[config.mk]
export PLATFORM = sky130hd
export DESIGN_NAME = guard_timer
export DESIGN_NICKNAME = d
export VERILOG_FILES = /design/src/rtl/guard_timer_pkg.sv /design/src/rtl/guard_timer_presc.sv /design/src/rtl/guard_timer_stretch.sv /design/src/rtl/guard_timer.sv
export SDC_FILE = /design/constraint.sdc
export NUM_CORES = 1
export LEC_CHECK = 0
export BUFFER_PORTS_ARGS = -buffer_cell sky130_fd_sc_hd__buf_2
export CAP_MARGIN = 20
export CORE_MARGIN = 5
export CORE_UTILIZATION = 52
export DETAILED_ROUTE_END_ITERATION = 8
export GPL_TIMING_DRIVEN = 0
export PLACE_DENSITY = 0.82
export SLEW_MARGIN = 0
export SYNTH_ARGS = -nofsm -noshare
export SYNTH_HDL_FRONTEND = slang
export SYNTH_SLANG_ARGS = --single-unit
[constraint.sdc]
create_clock -name clk -period 2 [get_ports clk]
set_clock_uncertainty 0.1 [all_clocks]
set_input_delay 0.2 -clock clk [delete_from_list [all_inputs] [get_ports clk]]
set_output_delay 0.2 -clock clk [all_outputs]
set_load 0.01 [all_outputs]
[src/rtl/guard_timer_pkg.sv]
package guard_timer_pkg;

    typedef enum logic [1:0] {
        REG_CTRL  = 2'd0,
        REG_COUNT = 2'd1,
        REG_SRC   = 2'd2,
        REG_NONE  = 2'd3
    } reg_sel_e;

    // control register bit positions
    localparam int CTL_WREN = 0;
    localparam int CTL_LOCK = 1;
    localparam int CTL_RUN  = 2;

endpackage

[src/rtl/guard_timer_presc.sv]
module guard_timer_presc #(
    parameter int DIV = 8192
) (
    input  logic clk,
    input  logic rst_n,
    input  logic clr,
    input  logic adv,
    output logic tick
);
    localparam int          W    = (DIV > 1) ? $clog2(DIV) : 1;
    localparam logic [W-1:0] LAST = W'(DIV - 1);
    localparam logic [W-1:0] ONE  = W'(1);

    typedef struct packed {
        logic [W-1:0] cnt;
    } presc_st_t;

    presc_st_t st_d, st_q;

    always_comb begin
        tick = adv && (st_q.cnt == LAST);
        st_d = st_q;
        if (clr) begin
            st_d.cnt = '0;
        end else if (tick) begin
            st_d.cnt = '0;
        end else if (adv) begin
            st_d.cnt = st_q.cnt + ONE;
        end
    end

    always_ff @(posedge clk or negedge rst_n) begin
        if (!rst_n) begin
            st_q <= '0;
        end else begin
            st_q <= st_d;
        end
    end

endmodule

[src/rtl/guard_timer_stretch.sv]
module guard_timer_stretch #(
    parameter int LEN = 512
) (
    input  logic clk,
    input  logic rst_n,
    input  logic start,
    output logic active,
    output logic last
);
    localparam int           W   = (LEN > 1) ? $clog2(LEN) : 1;
    localparam logic [W-1:0] FIN = W'(LEN - 1);
    localparam logic [W-1:0] ONE = W'(1);

    typedef struct packed {
        logic         act;
        logic [W-1:0] cnt;
    } stretch_st_t;

    stretch_st_t st_d, st_q;

    always_comb begin
        last   = st_q.act && (st_q.cnt == FIN);
        active = st_q.act;
        st_d   = st_q;
        if (st_q.act) begin
            if (last) begin
                st_d.act = 1'b0;
                st_d.cnt = '0;
            end else begin
                st_d.cnt = st_q.cnt + ONE;
            end
        end else if (start) begin
            st_d.act = 1'b1;
            st_d.cnt = '0;
        end
    end

    always_ff @(posedge clk or negedge rst_n) begin
        if (!rst_n) begin
            st_q <= '0;
        end else begin
            st_q <= st_d;
        end
    end

endmodule

[src/rtl/guard_timer.sv]
module guard_timer
    import guard_timer_pkg::*;
#(
    parameter int CNT_W     = 8,
    parameter int SYS_DIV   = 8192,
    parameter int SUB_DIV   = 32,
    parameter int PULSE_LEN = 512
) (
    input  logic             clk,
    input  logic             rst_n,
    input  logic             sub_en,
    input  logic [1:0]       bus_sel,
    input  logic             bus_we,
    input  logic [CNT_W-1:0] bus_wdata,
    output logic [CNT_W-1:0] bus_rdata,
    output logic             wd_rst
);
    localparam logic [CNT_W-1:0] CNT_MAX = '1;
    localparam logic [CNT_W-1:0] CNT_ONE = CNT_W'(1);

    typedef struct packed {
        logic [CNT_W-1:0] cnt;
        logic             run;
        logic             wren;
        logic             src;
        logic             ovf;
    } wdt_st_t;

    wdt_st_t st_d, st_q;

    logic sys_tick, sub_tick, tick;
    logic pulse_act, pulse_last, soft_clr;
    logic busy, wr_ok, wr_ctrl, wr_cnt, wr_src, adv;

    assign soft_clr = pulse_last;

    guard_timer_presc #(.DIV(SYS_DIV)) sys_presc_i (
        .clk  (clk),
        .rst_n(rst_n),
        .clr  (soft_clr),
        .adv  (1'b1),
        .tick (sys_tick)
    );

    guard_timer_presc #(.DIV(SUB_DIV)) sub_presc_i (
        .clk  (clk),
        .rst_n(rst_n),
        .clr  (soft_clr),
        .adv  (sub_en),
        .tick (sub_tick)
    );

    guard_timer_stretch #(.LEN(PULSE_LEN)) stretch_i (
        .clk   (clk),
        .rst_n (rst_n),
        .start (st_q.ovf),
        .active(pulse_act),
        .last  (pulse_last)
    );

    always_comb begin
        busy    = st_q.ovf | pulse_act;
        wr_ok   = bus_we & ~busy;
        wr_ctrl = wr_ok && (bus_sel == REG_CTRL);
        wr_cnt  = wr_ok && (bus_sel == REG_COUNT);
        wr_src  = wr_ok && (bus_sel == REG_SRC);
        tick    = st_q.src ? sub_tick : sys_tick;
        adv     = st_q.run & tick & ~busy;

        st_d     = st_q;
        st_d.ovf = 1'b0;
        if (soft_clr) begin
            st_d = '0;
        end else begin
            if (wr_ctrl) begin
                st_d.wren = bus_wdata[CTL_WREN];
                if (st_q.wren && !bus_wdata[CTL_LOCK]) begin
                    st_d.run = bus_wdata[CTL_RUN];
                end
            end
            if (wr_src) begin
                st_d.src = bus_wdata[0];
            end
            if (wr_cnt) begin
                st_d.cnt = bus_wdata;
            end else if (adv) begin
                st_d.cnt = st_q.cnt + CNT_ONE;
                if (st_q.cnt == CNT_MAX) begin
                    st_d.ovf = 1'b1;
                end
            end
        end
    end

    always_comb begin
        bus_rdata = '0;
        case (bus_sel)
            REG_CTRL: begin
                bus_rdata[CTL_RUN]  = st_q.run;
                bus_rdata[CTL_LOCK] = 1'b1;
                bus_rdata[CTL_WREN] = st_q.wren;
            end
            REG_COUNT: bus_rdata    = st_q.cnt;
            REG_SRC:   bus_rdata[0] = st_q.src;
            default:   bus_rdata    = '0;
        endcase
    end

    assign wd_rst = pulse_act;

    always_ff @(posedge clk or negedge rst_n) begin
        if (!rst_n) begin
            st_q <= '0;
        end else begin
            st_q <= st_d;
        end
    end

endmodule

==> impl_metrics.tcl, run 1 <==
set metrics [dict create \
    slew_violations 0 \
    viasPerCell 5.70 \
    grt_pass1_vias 1742 \
    yosys-top-cells-area "dfrtp_1 (47%), o21ai_0 (5.4%), nor2_1 (4.9%), mux2i_1 (3.7%), xnor2_1 (3.7%)" \
    die_area_sq_mm 0.00550 \
    final_core_utilization_pct 66.0 \
    dp_hpwl_um 2940 \
    htree_levels 2 \
    critical_path_arrival_ns 2.20 \
    clock_latency_ns 0.31 \
    place_congestion 0.838 \
    synthCells 225 \
    power_per_cell_area_mw_per_mm2 788 \
    initial_utilization_pct 53.5 \
    min_from "bus_wdata[2]" \
    violations "negative setup slack" \
    synth_seq_cells 40 \
    num_io_pins 23 \
    critPathMaxFanout 7 \
    synth.distinct_cells 37 \
    fill_cells 311 \
    cp-end-kind "flop" \
    async_reset_ff_share_pct 100 \
    period_minus_slack_ns 2.05 \
    netlist_area_sq_mm 0.00214 \
    finalNonFillerCells 316 \
    synth_top_area_share_pct 46.8 \
    timing.final.ws_setup_ns -0.0541 \
    wl_per_cell_um 15.6 \
    worst_slew_pin_slew_ns 0.896 \
    dieHeight_um 74.2 \
    grt_overflow_total 0 \
    nets 285 \
    rr_endpoint "stretch_i.st_q[7]" \
    yosys_warnings 0 \
    setup_violations 6 \
    hold_end "st_q[3]" \
    drt_pass1_iterations 4 \
    io_buffers 21 \
    synth_area_leader_cell "dfrtp_1" \
    finalPower_w 0.00208 \
    hold_viol_final 0 \
    cts_tree "done" \
    status "finished, violations left" \
    cap_viol_max_count 0 \
    grt_pass1_wl_um 8100 \
    finalCritPeriodShare_pct 103 \
    rsz0062_at_grt "true" \
    drive_gt1_share_pct 26.3 \
    clkTransAtPathRegs_ns 0.09 \
    r2r_cells 9 \
    hold_ws_ns 0.0784 \
    hp-class "in2reg" \
    core.rowCount 23 \
    die_x_um 74.2 \
    postRouteAntennaNets 0 \
    slew_headroom_pct 40.3 \
    crit_type "reg2reg" \
    r2r_start "stretch_i.st_q[0]" \
    clock-sinks 40 \
    fmax_mhz 487 \
    crit_path_start_kind "flop" \
    antenna_cells 0 \
    ys.flop_type "dfrtp_1" \
    cts_max_path_buffers 2 \
    hold_depth 3 \
    track_usage_pct 19.3 \
    reg2reg_setup_slack_ns -0.05 \
    synth_nets 245 \
    synth_seq_area_share_pct 46.8 \
    cts_root_buffer "clkbuf_8" \
    critPathRequiredTime_ns 2.14 \
    p_leak_nw 1.21 \
    synth_edf_count 0 \
    core_region_area_sq_mm 0.00400 \
    cts_buffers 5 \
    vias 1800 \
    drc 0 \
    multi_input_area_sq_mm 0.00123 \
    antenna_found_initial 0 \
    syn_to_final_growth_pct 23.3 \
    seq_area_sq_mm 0.00100 \
    drt_iter0_drc 105 \
    syn_area_per_cell_sq_um 9.51 \
    wirelength_um 4940 \
    dp.cells 296 \
    vdd_drop_max_uv 431 \
    grt_max_degree 41 \
]
stage by stage:
stage | setup WS, ns | cell area [sq um] | setup TNS (ns)
after floorplan | -0.00245 | 2160 | -0.00245
after global placement | -0.264 | 2330 | -3.79
after detailed placement | -0.319 | 2330 | -4.82
after CTS | -0.0633 | 2530 | -0.0762
after global routing | -0.133 | 2640 | -1.25
final | -0.0541 | 2640 | -0.141
registers in the layout (all words and copies together), names as in the netlist:
| register | flops |
|---|---|
| sub_presc_i.st_q | 5 |
| st_q | 12 |
| stretch_i.st_q | 9 |
| sys_presc_i.st_q | 13 |
| stretch_i.active | 1 |
routing by layer:
layer / up-vias / global-route usage, % / share of wire [%]
met4: 0 / 9.66 / 2.6
met5: - / 0 / 0
met1: 883 / 26.1 / 46
met3: 13 / 3.78 / 3.6
met2: 32 / 29.6 / 48
li1: 872 / - / -
critical path, cell delays in order, from the launching register on:
cell     delay, ns
dfrtp_1       0.40
ha_2          0.19
and3_4        0.17
and3_4        0.17
and3_4        0.18
ha_4          0.17
or2b_4        0.30
a31oi_1       0.15
o21ai_1       0.07
o21ai_1       0.08
synthesized netlist by cell type, types with 3 or more instances:
library cell / number
a21oi_1: 10
and2_1: 9
and3_1: 9
and4_1: 3
clkbuf_1: 5
dfrtp_1: 40
ha_1: 6
inv_1: 5
mux2i_1: 8
nand2_1: 17
nand3_1: 10
nand3b_1: 3
nand4_1: 5
nor2_1: 28
nor3_1: 3
o21ai_0: 23
xnor2_1: 9
xor2_1: 7
how the worst max path moves through the flow:
stage                        start                end  slack [ns]  cells past startpoint
2_1_floorplan    stretch_i.st_q[0]  stretch_i.st_q[7]      -0.002                      9
3_3_place_gp     stretch_i.st_q[0]            st_q[8]       -0.26                      9
3_5_place_dp     stretch_i.st_q[0]            st_q[8]       -0.32                      9
4_1_cts        sub_presc_i.st_q[0]            st_q[8]       -0.06                      8
5_1_grt        sub_presc_i.st_q[1]            st_q[8]       -0.13                      8
6_report         stretch_i.st_q[0]  stretch_i.st_q[7]       -0.05                      9
cell usage in the layout, fill, tap and decap left out, drive strengths merged, types with 8 or more instances in the layout:
cell type  Yosys  layout
dfrtp         40      40
buf            1      36
nor2          28      28
o21ai         23      23
nand2         17      17
a21oi         10      10
and2          10      10
nand3         10      10
xnor2          9       9
and3           9       9
mux2i          8       8
power by group:
group          total, W  leakage, nW  switching, W  internal, W
logic          0.000512        0.664      0.000234     0.000277
clock network  0.000556       0.0479      0.000313     0.000243
registers       0.00101        0.502      0.000109     0.000901
total           0.00208         1.21      0.000656      0.00142
kinds of logic (layout without fill, tap and decap cells):
logic type / Yosys count / count (layout) / share of synthesized area, %
buffers and inverters: 11 / 52 / 1.99
adder cells (fa/ha/maj): 6 / 6 / 3.51
multiplexers: 9 / 9 / 4.27
flip-flops: 40 / 40 / 46.8
AO/OA/AOI/OAI: 43 / 43 / 11.2
XOR/XNOR: 16 / 16 / 6.55
AND/OR/NAND/NOR: 100 / 100 / 25.8
area by class of cell:
type	count	share of cell area, %
timing repair buffer	34	7.78
sequential	40	37.9
clock inverter	3	0.711
inverter	5	0.711
buffer	5	1.33
multi-input combinational	174	46.6
clock buffer	5	2.61
tap	50	2.37
timing repair:
item / in CTS / in global routing
buffers inserted: 7 / 5
endpoints found under the setup margin: 39 / 33
hold buffers: 1 / 0
resized for setup: 19 / 18
pin swaps: 3 / 9
hold endpoints to repair: 40 / 0
Power figures use the tool's default switching activity.
==> run 2: changes to the inputs <==
CELL_PAD_IN_SITES_DETAIL_PLACEMENT = 2   (was default)
CELL_PAD_IN_SITES_GLOBAL_PLACEMENT = 2   (was default)
CORE_MARGIN = 2   (was 5)
CORE_UTILIZATION = 33   (was 52)
==> run 2 against run 1 <==
  * Setup slack got worse by 0.016 ns
  * The flow still finishes with violations (negative setup slack)
  * Via count rose by 5.6%
  * Maximum frequency fell by 0.77%
  * Non-clock buffer count rose by 3
  * Core utilization fell by 22 points
  * Critical path depth did not move
  * Combinational power rose by 4.1%
  * Largest power group unchanged
  * Register-to-register slack got worse by 0.02 ns
==> impl_metrics.tcl, run 2 (same netlist as run 1, synthesis figures left out) <==
set metrics [dict create \
    cts_buffers 5 \
    hp-class "in2reg" \
    initial_utilization_pct 33.9 \
    layout_commonest_cell "dfrtp_1" \
    critPathTopFamily "simple AND/OR/NAND/NOR gates" \
    place_area_sq_mm 0.00236 \
    cp-end-kind "flop" \
    path_buf_inv 1 \
    drt_pass1_iterations 4 \
    slowest_delay_ns 0.39 \
    min_from "bus_wdata[6]" \
    worstPathCellList "ha_2 -> and3_4 -> and3_4 -> and3_4 -> ha_4 -> nand2_2 -> clkbuf_8 -> o21ai_0 -> a21oi_1" \
    crit_path_start_kind "flop" \
    cap_viol_max_count 0 \
    hold_end "st_q[10]" \
    status "finished, violations left" \
    cts_root_buffer "clkbuf_8" \
    cts_tree "done" \
    antenna_cells 0 \
    vias 1900 \
    critPathMaxFanout 5 \
    critPathRequiredTime_ns 2.11 \
    die_area_sq_mm 0.00715 \
    core_region_area_sq_mm 0.00631 \
    core.rowCount 29 \
    dieHeight_um 84.5 \
    fmax_mhz 483 \
    design_area_sq_mm 0.00276 \
    hold_depth 3 \
    htree_levels 2 \
    reg_top3 "sys_presc_i.st_q (13), st_q (12), stretch_i.st_q (9)" \
    grt_pass1_vias 2171 \
    grt_pass1_wl_um 11600 \
    r2r_start "stretch_i.st_q[0]" \
    num_io_pins 23 \
    viasPerCell 5.49 \
    cpMostUsedCell "and3_4" \
    grt_overflow_total 0 \
    antenna_found_initial 0 \
    track_usage_pct 20.7 \
    p_leak_nw 1.26 \
    grt_max_degree 41 \
    largest-register "sys_presc_i.st_q" \
    vdd_drop_max_uv 324 \
    drc 0 \
    slew_headroom_pct 38.2 \
    nets 288 \
    largest_reg_flops 13 \
    violations "negative setup slack" \
    io_buffers 21 \
    hold_viol_final 0 \
    slew_violations 0 \
    clock_latency_ns 0.30 \
    drive_gt1_share_pct 29.0 \
    pre_cts_ws_ns -0.495 \
    setup_tns_ns -0.368 \
    cp_slowest_cell "dfrtp_1" \
    critical_path_arrival_ns 2.18 \
    clock-sinks 40 \
    postRouteAntennaNets 0 \
    power_per_cell_area_mw_per_mm2 832 \
    place_congestion 0.747 \
    drt_iter0_drc 43 \
    finalCritPeriodShare_pct 104 \
    period_minus_slack_ns 2.07 \
    wirelength_um 6920 \
    reg2reg_setup_slack_ns -0.07 \
    syn_to_final_growth_pct 28.8 \
    clkTransAtPathRegs_ns 0.08 \
    final_cell_mix "dfrtp_1 (39), nor2_1 (27), buf_2 (22), nand2_1 (16), o21ai_0 (15)" \
    timing.final.ws_setup_ns -0.0701 \
    worst-path-stages 9 \
    worst_slew_pin_slew_ns 0.927 \
    die_x_um 84.5 \
    setup_violations 11 \
    rsz0062_at_grt "true" \
    r2r_cells 9 \
    rr_endpoint "st_q[4]" \
    crit_type "reg2reg" \
    cts_max_path_buffers 2 \
    wl_per_cell_um 20.0 \
    dp_hpwl_um 4090 \
]
==> run 2: final cells by class <==
cell class | count | area [sq um]
Clock buffer | 7 | 96.3
Multi-Input combinational cell | 174 | 1250
Clock inverter | 1 | 30.0
Tap cell | 77 | 96.3
Inverter | 5 | 18.8
Buffer | 5 | 35.0
Timing Repair Buffer | 37 | 228
Sequential cell | 40 | 1000
Fill cell | 690 | 3560
==> run 2: repair_timing <==
item | in CTS | in global routing
pin swaps | 9 | 7
setup endpoints to repair | 40 | 36
hold buffers | 1 | 0
gates resized for setup | 28 | 14
hold endpoints to repair | 40 | 0
gates cloned | 1 | 0
buffers inserted | 11 | 3
==> run 2: worst register-to-register path, stage by stage (launching register included) <==
cell and delay, ns:
dfrtp_1 0.39, ha_2 0.20, and3_4 0.18, and3_4 0.17, and3_4 0.18, ha_4 0.17
nand2_2 0.11, clkbuf_8 0.17, o21ai_0 0.11, a21oi_1 0.21
==> run 2: where the power goes <==
group          internal [W]  switching (W)
Clock              0.000441       0.000298
Combinational      0.000270       0.000264
Sequential         0.000900       0.000120
==> run 2: through the flow <==
stage | cells | util [%] | total power, W | hold slack, ns
after floorplan | 225 | - | 0.00127 | -0.196
after global placement | 323 | 37.4 | 0.00137 | 0.296
after detailed placement | 323 | 37.4 | 0.00143 | 0.294
after CTS | 343 | 42.3 | 0.00228 | 0.0829
after global routing | 346 | 43.7 | 0.00242 | 0.0917
final | 346 | 43.7 | 0.00229 | 0.0938
==> run 2: worst max-delay path by stage <==
| stage | startpoint | to |
|---|---|---|
| 2_1_floorplan | stretch_i.st_q[0] | stretch_i.st_q[7] |
| 3_3_place_gp | stretch_i.st_q[0] | st_q[8] |
| 5_1_grt | stretch_i.st_q[0] | stretch_i.st_q[7] |
| 4_1_cts | stretch_i.st_q[1] | stretch_i.st_q[7] |
| 6_report | stretch_i.st_q[0] | st_q[4] |
| 3_5_place_dp | stretch_i.st_q[0] | st_q[5] |
==> run 2: metal layers <==
layer	global-route usage [%]	wire (um)	vias up
li1	-	-	878
met1	25.1	2930	990
met2	37.6	3710	25
met3	3.64	186	7
met4	6.06	86	0
met5	0	0	-
==> run 3: changes to the inputs <==
CORE_UTILIZATION = 39   (was 33)
PLACE_DENSITY = 0.9   (was 0.82)
clock period = 2.4 ns   (was 2 ns; I/O delays follow)
==> run 3 against run 2 <==
  * Critical path type unchanged
  * Count of clock-buffer cells in the layout down 2
  * First-iteration DRC count rose by 9.3%
  * The flow now finishes without violations
  * Largest cell class unchanged
  * Cell count shrank 6.1%
==> impl_metrics.tcl, run 3 (same netlist as run 1, synthesis figures left out) <==
set metrics [dict create \
    setup_violations 0 \
    rsz0062_at_grt "true" \
    core_region_area_sq_mm 0.00520 \
    path_buf_inv 1 \
    crit_type "reg2reg" \
    largest-register "sys_presc_i.st_q" \
    hold_depth 3 \
    p_comb_share_pct 20.2 \
    nets 274 \
    final_cell_mix "dfrtp_1 (40), nor2_1 (28), o21ai_0 (23), buf_2 (22), nand2_1 (16)" \
    grt_max_degree 41 \
    slowest_delay_ns 0.42 \
    drt_pass1_iterations 4 \
    clkPwrFrac_pct 28.7 \
    finalPower_w 0.00164 \
    place_congestion 0.734 \
    dieHeight_um 78.1 \
    vias 1797 \
    slew_violations 0 \
    finalCritPeriodShare_pct 95.0 \
    drive_gt1_share_pct 16.5 \
    clkTransAtPathRegs_ns 0.09 \
    wl_per_cell_um 18.1 \
    cts_tree "done" \
    rr_endpoint "st_q[8]" \
    syn_to_final_growth_pct 15.0 \
    io_buffers 21 \
    r2r_cells 9 \
    status "complete, no violations" \
    power_per_cell_area_mw_per_mm2 668 \
    clock-sinks 40 \
    critPathMaxFanout 10 \
    final_core_utilization_pct 47.3 \
    critical_path_arrival_ns 2.41 \
    cap_viol_max_count 0 \
    cp_slowest_cell "dfrtp_1" \
    grt_pass1_vias 2002 \
    grt_pass1_wl_um 10200 \
    num_io_pins 23 \
    cpMostUsedCell "and3_1" \
    htree_levels 2 \
    antenna_cells 0 \
    hold_viol_final 0 \
    fmax_mhz 439 \
    cts_root_buffer "clkbuf_8" \
    layout_commonest_cell "dfrtp_1" \
    core.rowCount 26 \
    design_area_sq_mm 0.00246 \
    hold_end "st_q[3]" \
    die_x_um 78.1 \
    p_int_w 0.00112 \
    period_minus_slack_ns 2.28 \
    switchingPower_w 0.000521 \
    p_leak_nw 1.15 \
    cts_max_path_buffers 2 \
    min_from "bus_wdata[2]" \
    r2r_start "stretch_i.st_q[0]" \
    worstPathCellList "ha_1 -> and3_1 -> and3_1 -> and3_1 -> ha_2 -> nand2_1 -> buf_4 -> o21ai_0 -> a31oi_1" \
    track_usage_pct 21.6 \
    critPathRequiredTime_ns 2.53 \
    p_seq_share_pct 51.1 \
    cp-end-kind "flop" \
    largest_reg_flops 13 \
    wirelength_um 5900 \
    slew_headroom_pct 38.2 \
    vdd_drop_max_uv 300 \
    grt_overflow_total 0 \
    dp_hpwl_um 4050 \
    critPathTopFamily "simple AND/OR/NAND/NOR gates" \
    reg_top3 "sys_presc_i.st_q (13), st_q (12), stretch_i.st_q (9)" \
    postRouteAntennaNets 0 \
    initial_utilization_pct 41.1 \
    pre_cts_ws_ns -0.127 \
    reg2reg_setup_slack_ns 0.12 \
    viasPerCell 5.53 \
    worst_slew_pin_slew_ns 0.927 \
    crit_path_start_kind "flop" \
    cts_buffers 5 \
    drc 0 \
    timing.final.ws_setup_ns 0.121 \
    die_area_sq_mm 0.00610 \
    antenna_found_initial 0 \
    place_area_sq_mm 0.00233 \
    power_switching_share_pct 31.7 \
    drt_iter0_drc 47 \
    hp-class "in2reg" \
    clock_latency_ns 0.30 \
]
## run 3: cell types whose count changed in the layout (fill, tap and decap cells not counted), sizes merged
cell | before | now
clkbuf | 12 | 8
buf | 36 | 24
clkinvlp | 0 | 2
bufinv | 1 | 0
clkinv | 0 | 1
## run 3: per-stage QoR
| stage | cells | setup TNS [ns] | hold slack [ns] |
|---|---|---|---|
| 2_1_floorplan | 225 | 0 | -0.156 |
| 3_3_place_gp | 316 | -0.336 | 0.328 |
| 3_5_place_dp | 316 | -0.703 | 0.334 |
| 4_1_cts | 325 | 0 | 0.100 |
| 5_1_grt | 325 | -0.107 | 0.130 |
| 6_report | 325 | 0 | 0.120 |
## run 3: per-layer routing
metal  wire [um]  global-route usage, %  vias up  part of all wire (%)
met5           0                      0        -                     0
met4          66                   5.79        0                   1.1
met3         182                   4.14        6                   3.1
met2        3060                   38.4       28                    52
met1        2590                   26.8      913                    44
li1            -                      -      850                     -
## run 3: what timing repair did
item / in CTS / in global routing
gates resized for setup: 3 / 6
cloned: 0 / 0
setup endpoints to repair: 12 / 33
hold buffers: 1 / 0
setup buffers: 0 / 1
endpoints found under the hold margin: 14 / 0
## run 3: power groups by stage
stage               logic (W)  registers [W]  clock network, W
floorplan            0.000234       0.000822                 0
global placement     0.000302       0.000842                 0
detailed placement   0.000325       0.000849                 0
CTS                  0.000328       0.000838          0.000492
global route         0.000388       0.000854          0.000515
finish               0.000332       0.000839          0.000472
## run 3: worst max-delay path by stage
stage	from	end	slack, ns	cells after the start
floorplan	stretch_i.st_q[0]	stretch_i.st_q[7]	0.31	9
global placement	stretch_i.st_q[0]	st_q[5]	-0.1	9
finish	stretch_i.st_q[0]	st_q[8]	0.12	9
detailed placement	stretch_i.st_q[0]	st_q[8]	-0.13	9
CTS	stretch_i.st_q[0]	stretch_i.st_q[2]	0.003	9
global route	stretch_i.st_q[0]	st_q[8]	-0.03	9
## run 3: area by class of cell
class	instances	area (sq um)
Tap cell	70	87.6
Fill cell	579	2740
Timing Repair Buffer	23	123
Sequential cell	40	1000
Clock buffer	5	68.8
Clock inverter	3	23.8
Buffer	5	25.0
Multi-Input combinational cell	174	1110
Inverter	5	18.8
## run 3: worst register-to-register path, delay by kind of cell (launching register included)
family | cells | cell delay (ns)
buffers and inverters | 1 | 0.22
AOI/OAI and AO/OA | 2 | 0.26
DFF | 1 | 0.42
and+or+nand+nor | 4 | 0.79
adders and majority gates | 2 | 0.43
